<file path="src/rtl/wsmas_pkg.sv">
package wsmas_pkg;
  typedef enum logic {OP_ADD = 1'b0, OP_SUB = 1'b1} op_e;
  typedef enum logic [1:0] {PH_IDLE = 2'd0, PH_LOAD = 2'd1, PH_DRAIN = 2'd2} phase_e;
endpackage

</file>
<file path="src/rtl/wsmas_lane.sv">
// One word of both chains: first chain (sum or difference), then the
// modulus correction applied to that first-chain word.
module wsmas_lane
  import wsmas_pkg::*;
#(
  parameter int W = 32
) (
  input  op_e          op,
  input  logic [W-1:0] a,
  input  logic [W-1:0] b,
  input  logic [W-1:0] m,
  input  logic         p_in,   // carry (add) or borrow (sub) of first chain
  input  logic         q_in,   // borrow (add) or carry (sub) of correction chain
  output logic [W-1:0] prim,
  output logic [W-1:0] corr,
  output logic         p_out,
  output logic         q_out
);
  localparam int XW = W + 1;

  logic [XW-1:0] first_x;
  logic [XW-1:0] second_x;

  always_comb begin
    if (op == OP_ADD) begin
      first_x  = {1'b0, a} + {1'b0, b} + XW'(p_in);
      second_x = {1'b0, first_x[W-1:0]} - {1'b0, m} - XW'(q_in);
    end else begin
      first_x  = {1'b0, a} - {1'b0, b} - XW'(p_in);
      second_x = {1'b0, first_x[W-1:0]} + {1'b0, m} + XW'(q_in);
    end
  end

  assign prim  = first_x[W-1:0];
  assign corr  = second_x[W-1:0];
  assign p_out = first_x[W];
  assign q_out = second_x[W];
endmodule

</file>
<file path="src/rtl/wsmas_cand_buf.sv">
// Two candidate buffers written together, read one at a time.
module wsmas_cand_buf #(
  parameter int W     = 32,
  parameter int DEPTH = 8,
  parameter int IDX_W = 3
) (
  input  logic             clk,
  input  logic             we,
  input  logic [IDX_W-1:0] widx,
  input  logic [W-1:0]     wprim,
  input  logic [W-1:0]     wcorr,
  input  logic [IDX_W-1:0] ridx,
  input  logic             rsel_corr,
  output logic [W-1:0]     rdata
);
  logic [W-1:0] prim_w [DEPTH];
  logic [W-1:0] corr_w [DEPTH];

  for (genvar g = 0; g < DEPTH; g++) begin : g_entry
    logic [W-1:0] pr_q;
    logic [W-1:0] cr_q;
    always_ff @(posedge clk) begin
      if (we && widx == IDX_W'(g)) begin
        pr_q <= wprim;
        cr_q <= wcorr;
      end
    end
    assign prim_w[g] = pr_q;
    assign corr_w[g] = cr_q;
  end

  assign rdata = rsel_corr ? corr_w[ridx] : prim_w[ridx];
endmodule

</file>
<file path="src/rtl/wsmas_ctrl.sv">
// Phase sequencing and the shared word index.
module wsmas_ctrl
  import wsmas_pkg::*;
#(
  parameter int DEPTH = 8,
  parameter int IDX_W = 3
) (
  input  logic             clk,
  input  logic             rst_n,
  input  logic             start,
  input  logic             in_valid,
  input  logic             out_ready,
  output logic             start_ok,
  output logic             in_ready,
  output logic             in_fire,
  output logic             out_valid,
  output logic             out_fire,
  output logic             at_last,
  output logic [IDX_W-1:0] idx,
  output logic             done
);
  phase_e           phase_q;
  logic [IDX_W-1:0] idx_q;
  logic             done_q;

  assign start_ok  = (phase_q == PH_IDLE) && start;
  assign in_ready  = (phase_q == PH_LOAD);
  assign out_valid = (phase_q == PH_DRAIN);
  assign in_fire   = in_ready && in_valid;
  assign out_fire  = out_valid && out_ready;
  assign at_last   = (idx_q == IDX_W'(DEPTH - 1));
  assign idx       = idx_q;
  assign done      = done_q;

  always_ff @(posedge clk) begin
    if (!rst_n) begin
      phase_q <= PH_IDLE;
      idx_q   <= '0;
      done_q  <= 1'b0;
    end else begin
      done_q <= out_fire && at_last;
      case (phase_q)
        PH_IDLE: begin
          if (start) begin
            phase_q <= PH_LOAD;
            idx_q   <= '0;
          end
        end
        PH_LOAD: begin
          if (in_fire) begin
            if (at_last) begin
              phase_q <= PH_DRAIN;
              idx_q   <= '0;
            end else begin
              idx_q <= idx_q + IDX_W'(1);
            end
          end
        end
        PH_DRAIN: begin
          if (out_fire) begin
            if (at_last) begin
              phase_q <= PH_IDLE;
              idx_q   <= '0;
            end else begin
              idx_q <= idx_q + IDX_W'(1);
            end
          end
        end
        default: phase_q <= PH_IDLE;
      endcase
    end
  end
endmodule

</file>
<file path="src/rtl/wsmod_addsub.sv">
module wsmod_addsub
  import wsmas_pkg::*;
#(
  parameter int WORD_W    = 32,
  parameter int NUM_WORDS = 8
) (
  input  logic              clk,
  input  logic              rst_n,
  input  logic              start,
  input  logic              op_sel,
  input  logic              in_valid,
  output logic              in_ready,
  input  logic [WORD_W-1:0] in_a,
  input  logic [WORD_W-1:0] in_b,
  input  logic [WORD_W-1:0] in_mod,
  output logic              out_valid,
  input  logic              out_ready,
  output logic [WORD_W-1:0] out_data,
  output logic              done
);
  localparam int IDX_W = (NUM_WORDS > 1) ? $clog2(NUM_WORDS) : 1;

  logic             start_ok, in_fire, out_fire, at_last;
  logic [IDX_W-1:0] idx;

  op_e         op_q;
  logic        p_q, q_q;
  logic        take_corr_q;
  logic [WORD_W-1:0] lane_prim, lane_corr;
  logic        lane_p, lane_q;
  logic        final_corr;

  wsmas_ctrl #(.DEPTH(NUM_WORDS), .IDX_W(IDX_W)) u_ctrl (
    .clk      (clk),
    .rst_n    (rst_n),
    .start    (start),
    .in_valid (in_valid),
    .out_ready(out_ready),
    .start_ok (start_ok),
    .in_ready (in_ready),
    .in_fire  (in_fire),
    .out_valid(out_valid),
    .out_fire (out_fire),
    .at_last  (at_last),
    .idx      (idx),
    .done     (done)
  );

  wsmas_lane #(.W(WORD_W)) u_lane (
    .op   (op_q),
    .a    (in_a),
    .b    (in_b),
    .m    (in_mod),
    .p_in (p_q),
    .q_in (q_q),
    .prim (lane_prim),
    .corr (lane_corr),
    .p_out(lane_p),
    .q_out(lane_q)
  );

  // Add: plain sum survives only when the minus-N chain went negative and
  // the sum did not overflow. Sub: correction needed when a - b borrowed.
  always_comb begin
    if (op_q == OP_ADD) final_corr = !(lane_q && !lane_p);
    else                final_corr = lane_p;
  end

  always_ff @(posedge clk) begin
    if (!rst_n) begin
      op_q        <= OP_ADD;
      p_q         <= 1'b0;
      q_q         <= 1'b0;
      take_corr_q <= 1'b0;
    end else begin
      if (start_ok) begin
        op_q <= op_e'(op_sel);
        p_q  <= 1'b0;
        q_q  <= 1'b0;
      end else if (in_fire) begin
        p_q <= lane_p;
        q_q <= lane_q;
        if (at_last) take_corr_q <= final_corr;
      end
    end
  end

  wsmas_cand_buf #(.W(WORD_W), .DEPTH(NUM_WORDS), .IDX_W(IDX_W)) u_buf (
    .clk      (clk),
    .we       (in_fire),
    .widx     (idx),
    .wprim    (lane_prim),
    .wcorr    (lane_corr),
    .ridx     (idx),
    .rsel_corr(take_corr_q),
    .rdata    (out_data)
  );
endmodule

</file>
<file path="config.mk">
export PLATFORM = sky130hd
export DESIGN_NAME = wsmod_addsub
export DESIGN_NICKNAME = d
export VERILOG_FILES = /design/src/rtl/wsmas_pkg.sv /design/src/rtl/wsmas_lane.sv /design/src/rtl/wsmas_cand_buf.sv /design/src/rtl/wsmas_ctrl.sv /design/src/rtl/wsmod_addsub.sv
export SDC_FILE = /design/constraint.sdc
export NUM_CORES = 1
export LEC_CHECK = 0
export ABC_AREA = 1
export BUFFER_PORTS_ARGS = -buffer_cell sky130_fd_sc_hd__buf_2
export CAP_MARGIN = 20
export CORE_ASPECT_RATIO = 0.5
export CORE_MARGIN = 3
export CORE_UTILIZATION = 30
export CTS_CLUSTER_SIZE = 28
export DETAILED_ROUTE_END_ITERATION = 8
export GPL_TIMING_DRIVEN = 0
export PLACE_DENSITY = 0.47
export SLEW_MARGIN = 20
export SYNTH_ARGS = -nofsm -noshare
export SYNTH_HDL_FRONTEND = slang
export SYNTH_SLANG_ARGS = --single-unit
export TNS_END_PERCENT = 30
</file>
<file path="constraint.sdc">
create_clock -name clk -period 17.1 [get_ports clk]
set_input_delay 2.565 -clock clk [delete_from_list [all_inputs] [get_ports clk]]
set_output_delay 2.565 -clock clk [all_outputs]
set_load 0.01 [all_outputs]
</file>
==> results.py <==
metrics = {
    "worst_setup_path": {
        "r2r_slack_ns": 11.31,
        "r2r_start": "p_q$_SDFFE_PP0P_",
        "cp-end-kind": "flip-flop",
        "worst-setup-path-type": "primary input to flip-flop",
        "cp_top_family": "simple AND/OR/NAND/NOR gates",
        "cp_num_buf_inv": 4,
        "max_stage_delay_ns": 0.47,
        "setup.worst_path.end": "u_buf.g_entry[0].cr_q[31]$_DFFE_PP_",
        "crit_path_max_fanout": 8,
        "cpMostUsedCell": "nand2_1",
        "crit_start": "in_a[0]",
        "path_depth": 26,
        "slowest_stage": "nand2_1",
        "worstPathRequired_ns": 17.26,
        "critPathArrivalTime_ns": 7.57,
        "r2r_cells": 25,
        "cp-start-kind": "primary input",
        "timing.rr.end": "u_buf.g_entry[0].cr_q[31]$_DFFE_PP_",
    },
    "routing": {
        "drt_iter0_markers": 2463,
        "drc": 0,
        "routedWlPerCell_um": 23.6,
        "firstDrtPassIters": 6,
        "routed_wl_mm": 114,
        "vias_per_cell": 5.15,
        "vias": 24838,
        "antenna_left": 0,
    },
    "logic_synthesis": {
        "synth_edf_count": 512,
        "ys_types": 53,
        "synth.area.top_cells": "edfxtp_1, ha_1, o21ai_0",
        "syn_avg_cell_area_sq_um": 9.44,
        "synth.yosys.seq_area_share_pct": 51.8,
        "syn_inst": 3182,
        "async_flop_share_pct": 0,
        "ys_warn_count": 0,
        "ys_seq_elements": 522,
        "synth_top_area_share_pct": 51.2,
        "synth_nets": 3487,
        "synth_area_leader_cell": "edfxtp_1",
        "synth_ff_type": "edfxtp_1",
        "netlist_area_sq_um": 30000,
    },
    "place": {
        "dp.cells": 4719,
        "place.gp.congestion": 0.910,
        "hpwl_mm": 88.4,
        "portBuffers": 136,
    },
    "final_layout": {
        "stdcell_count": 4822,
        "drive_gt1_share_pct": 11.9,
        "fin_nets": 3754,
        "antenna_cells": 0,
        "syn2layout_area_growth_pct": 16.0,
    },
    "clock_tree": {
        "cts-hold-fix-buffers": 0,
        "cts_root_buffer": "clkbuf_16",
        "cts.sinks": 522,
        "clk_pin_slew_ns": 0.06,
        "htree_levels": 2,
        "cts_setup_buffers": 0,
        "numCtsBuffers": 55,
        "cts_tree": "done",
        "clockBufferDepth": 3,
        "cts_resized": 0,
        "clk_latency_ns": 0.61,
    },
    "pwr": {
        "powerDensity_nw_per_um2": 157,
        "power.leakage_nw": 13.6,
        "ir_worst_vdd_mv": 0.0611,
    },
    "die": {
        "initial_utilization_pct": 30.5,
        "die-height_um": 230,
        "ios": 137,
        "fp.dieW_um": 454,
        "core_sq_um": 98500,
        "fp-row-count": 81,
        "dieArea_sq_um": 104000,
    },
    "global_routing": {
        "grt_pass1_vias": 24163,
        "antenna_found_initial": 2,
        "grt_overflow": 0,
        "grt_pass1_wl_mm": 165,
        "grt_max_degree": 19,
        "grtUsageTotal_pct": 21.3,
    },
    "sta": {
        "fin_setup_tns_ns": 0,
        "fin_skew_ns": 0.0211,
        "period_minus_slack_ns": 7.42,
        "period_share_pct": 43.4,
        "rsz0062_at_grt": "false",
        "fmax_mhz": 135,
        "drv_slew": 0,
        "hold_viol": 0,
        "setup_viol": 0,
        "worstMarginPinSlew_ns": 1.26,
        "max_slew_margin_pct": 16.2,
    },
    "min_path": {
        "hp-class": "flip-flop to flip-flop",
    },
    "run": {
        "maxCapViolations": 0,
    },
    "status": {
        "status": "finished clean",
    },
}
-- routing by layer --
| layer | vias to the layer above | GRT usage [%] | wire length (um) |
|---|---|---|---|
| met2 | 893 | 35.4 | 52700 |
| met5 | - | 0 | 0 |
| met3 | 128 | 2.79 | 7940 |
| li1 | 11668 | - | - |
| met1 | 12149 | 29.7 | 50700 |
| met4 | 0 | 4.78 | 2370 |
-- cell families after synthesis --
logic type | synth area share [%]
XOR/XNOR | 1.59
buffers and inverters | 6.51
AND/OR/NAND/NOR | 15.0
adder cells (fa/ha/maj) | 8.65
flip-flops | 51.8
AO/OA/AOI/OAI | 16.4
-- state kept, by name, indices dropped and copies added, names as in the netlist --
register and flops:
u_ctrl.phase_q 2, u_ctrl.idx 3, u_ctrl.done 1, u_buf.g_entry.pr_q 256, op_q 1, p_q 1
take_corr_q 1, q_q 1, u_buf.g_entry.cr_q 256
-- through the flow --
step / setup WS [ns] / hold WS, ns / utilization, % / total power [mW] / cell area, sq um
finish: 9.68 / 0.579 / 35.4 / 5.48 / 34800
global route: 9.44 / 0.612 / 35.4 / 5.77 / 34800
CTS: 9.77 / 0.584 / 35.4 / 5.46 / 34800
detailed placement: 9.13 / 0.575 / 33.6 / 4.34 / 33100
global placement: 4.04 / 0.566 / 32.9 / 4.31 / 32400
floorplan: 9.36 / 0.545 / - / 3.17 / 30000
-- report_power, final --
| group | internal, mW | switching, mW |
|---|---|---|
| sequential | 1.67 | 0.0233 |
| combinational | 0.672 | 1.98 |
| clock | 0.633 | 0.499 |
-- cells in the final DEF (no fill, tap or decap), drive strengths merged --
cell      synthesis  layout
o2bb2ai           1       1
nor3b             1       1
nand4            13      13
a31oi            13      13
nand3b            4       4
o21a              4       4
o2111ai           2       2
nand3           130     130
clkinv            3      30
o21ai           409     409
clkinvlp          0       1
bufinv            0       2
or2               4       4
xor2             43      43
ha              195     195
inv             386     389
o211ai           38      38
a21boi            4       4
a21o             21      21
a211oi            3       3
a21oi           177     177
dfxtp            10      10
o221ai          102     102
edfxtp          512     512
fa                8       8
xnor2             8       8
buf              26     235
and3              1       1
nor2            434     434
o21bai           17      17
and2              6       6
nand2           456     456
clkbuf           96     166
nor3             23      23
nor4              3       3
o22ai            29      29
-- synth_stat cells (3+ instances only) --
cell type / n
a211oi_1: 3
a21o_1: 21
a21oi_1: 163
a21oi_2: 10
a21oi_4: 4
a31oi_1: 13
and2_1: 6
buf_2: 21
buf_4: 3
clkbuf_1: 96
clkinv_1: 3
dfxtp_1: 10
edfxtp_1: 512
fa_1: 8
ha_1: 195
inv_1: 376
inv_2: 10
nand2_1: 419
nand2_2: 32
nand2_4: 5
nand3_1: 123
nand3_2: 7
nand3b_1: 4
nand4_1: 13
nor2_1: 431
nor3_1: 19
nor3_2: 4
nor4_1: 3
o211ai_1: 38
o21a_1: 4
o21ai_0: 376
o21ai_1: 23
o21ai_2: 9
o21bai_1: 13
o21bai_4: 3
o221ai_1: 102
o22ai_1: 29
or2_1: 3
xnor2_1: 8
xor2_1: 39
xor2_2: 4
-- worst min-delay path: cells and delay by family, from the launching register on --
kind	cells	cell delay (ns)
flip-flops	1	0.34
AO/OA/AOI/OAI	2	0.20
-- how the worst min path moves through the flow --
stage / startpoint / to / slack, ns / depth (start not counted)
finish: u_ctrl.phase_q[1]$_SDFFE_PN0P_ / u_ctrl.phase_q[1]$_SDFFE_PN0P_ / 0.58 / 2
global route: u_ctrl.phase_q[1]$_SDFFE_PN0P_ / u_ctrl.phase_q[1]$_SDFFE_PN0P_ / 0.61 / 2
CTS: u_ctrl.phase_q[1]$_SDFFE_PN0P_ / u_ctrl.phase_q[1]$_SDFFE_PN0P_ / 0.58 / 2
detailed placement: u_ctrl.phase_q[1]$_SDFFE_PN0P_ / u_ctrl.phase_q[1]$_SDFFE_PN0P_ / 0.57 / 2
global placement: u_ctrl.phase_q[1]$_SDFFE_PN0P_ / u_ctrl.phase_q[1]$_SDFFE_PN0P_ / 0.57 / 2
floorplan: u_ctrl.phase_q[1]$_SDFFE_PN0P_ / u_ctrl.phase_q[1]$_SDFFE_PN0P_ / 0.54 / 2
-- final cells by class --
class,count,area (sq um)
Fill cell,10142,63700
Sequential cell,522,15600
Multi-Input combinational cell,2149,12600
Tap cell,1328,1660
Inverter,389,1460
Clock buffer,69,1460
Timing Repair Buffer,210,1390
Buffer,122,495
Clock inverter,33,221
(Power assumes the default switching activity.)
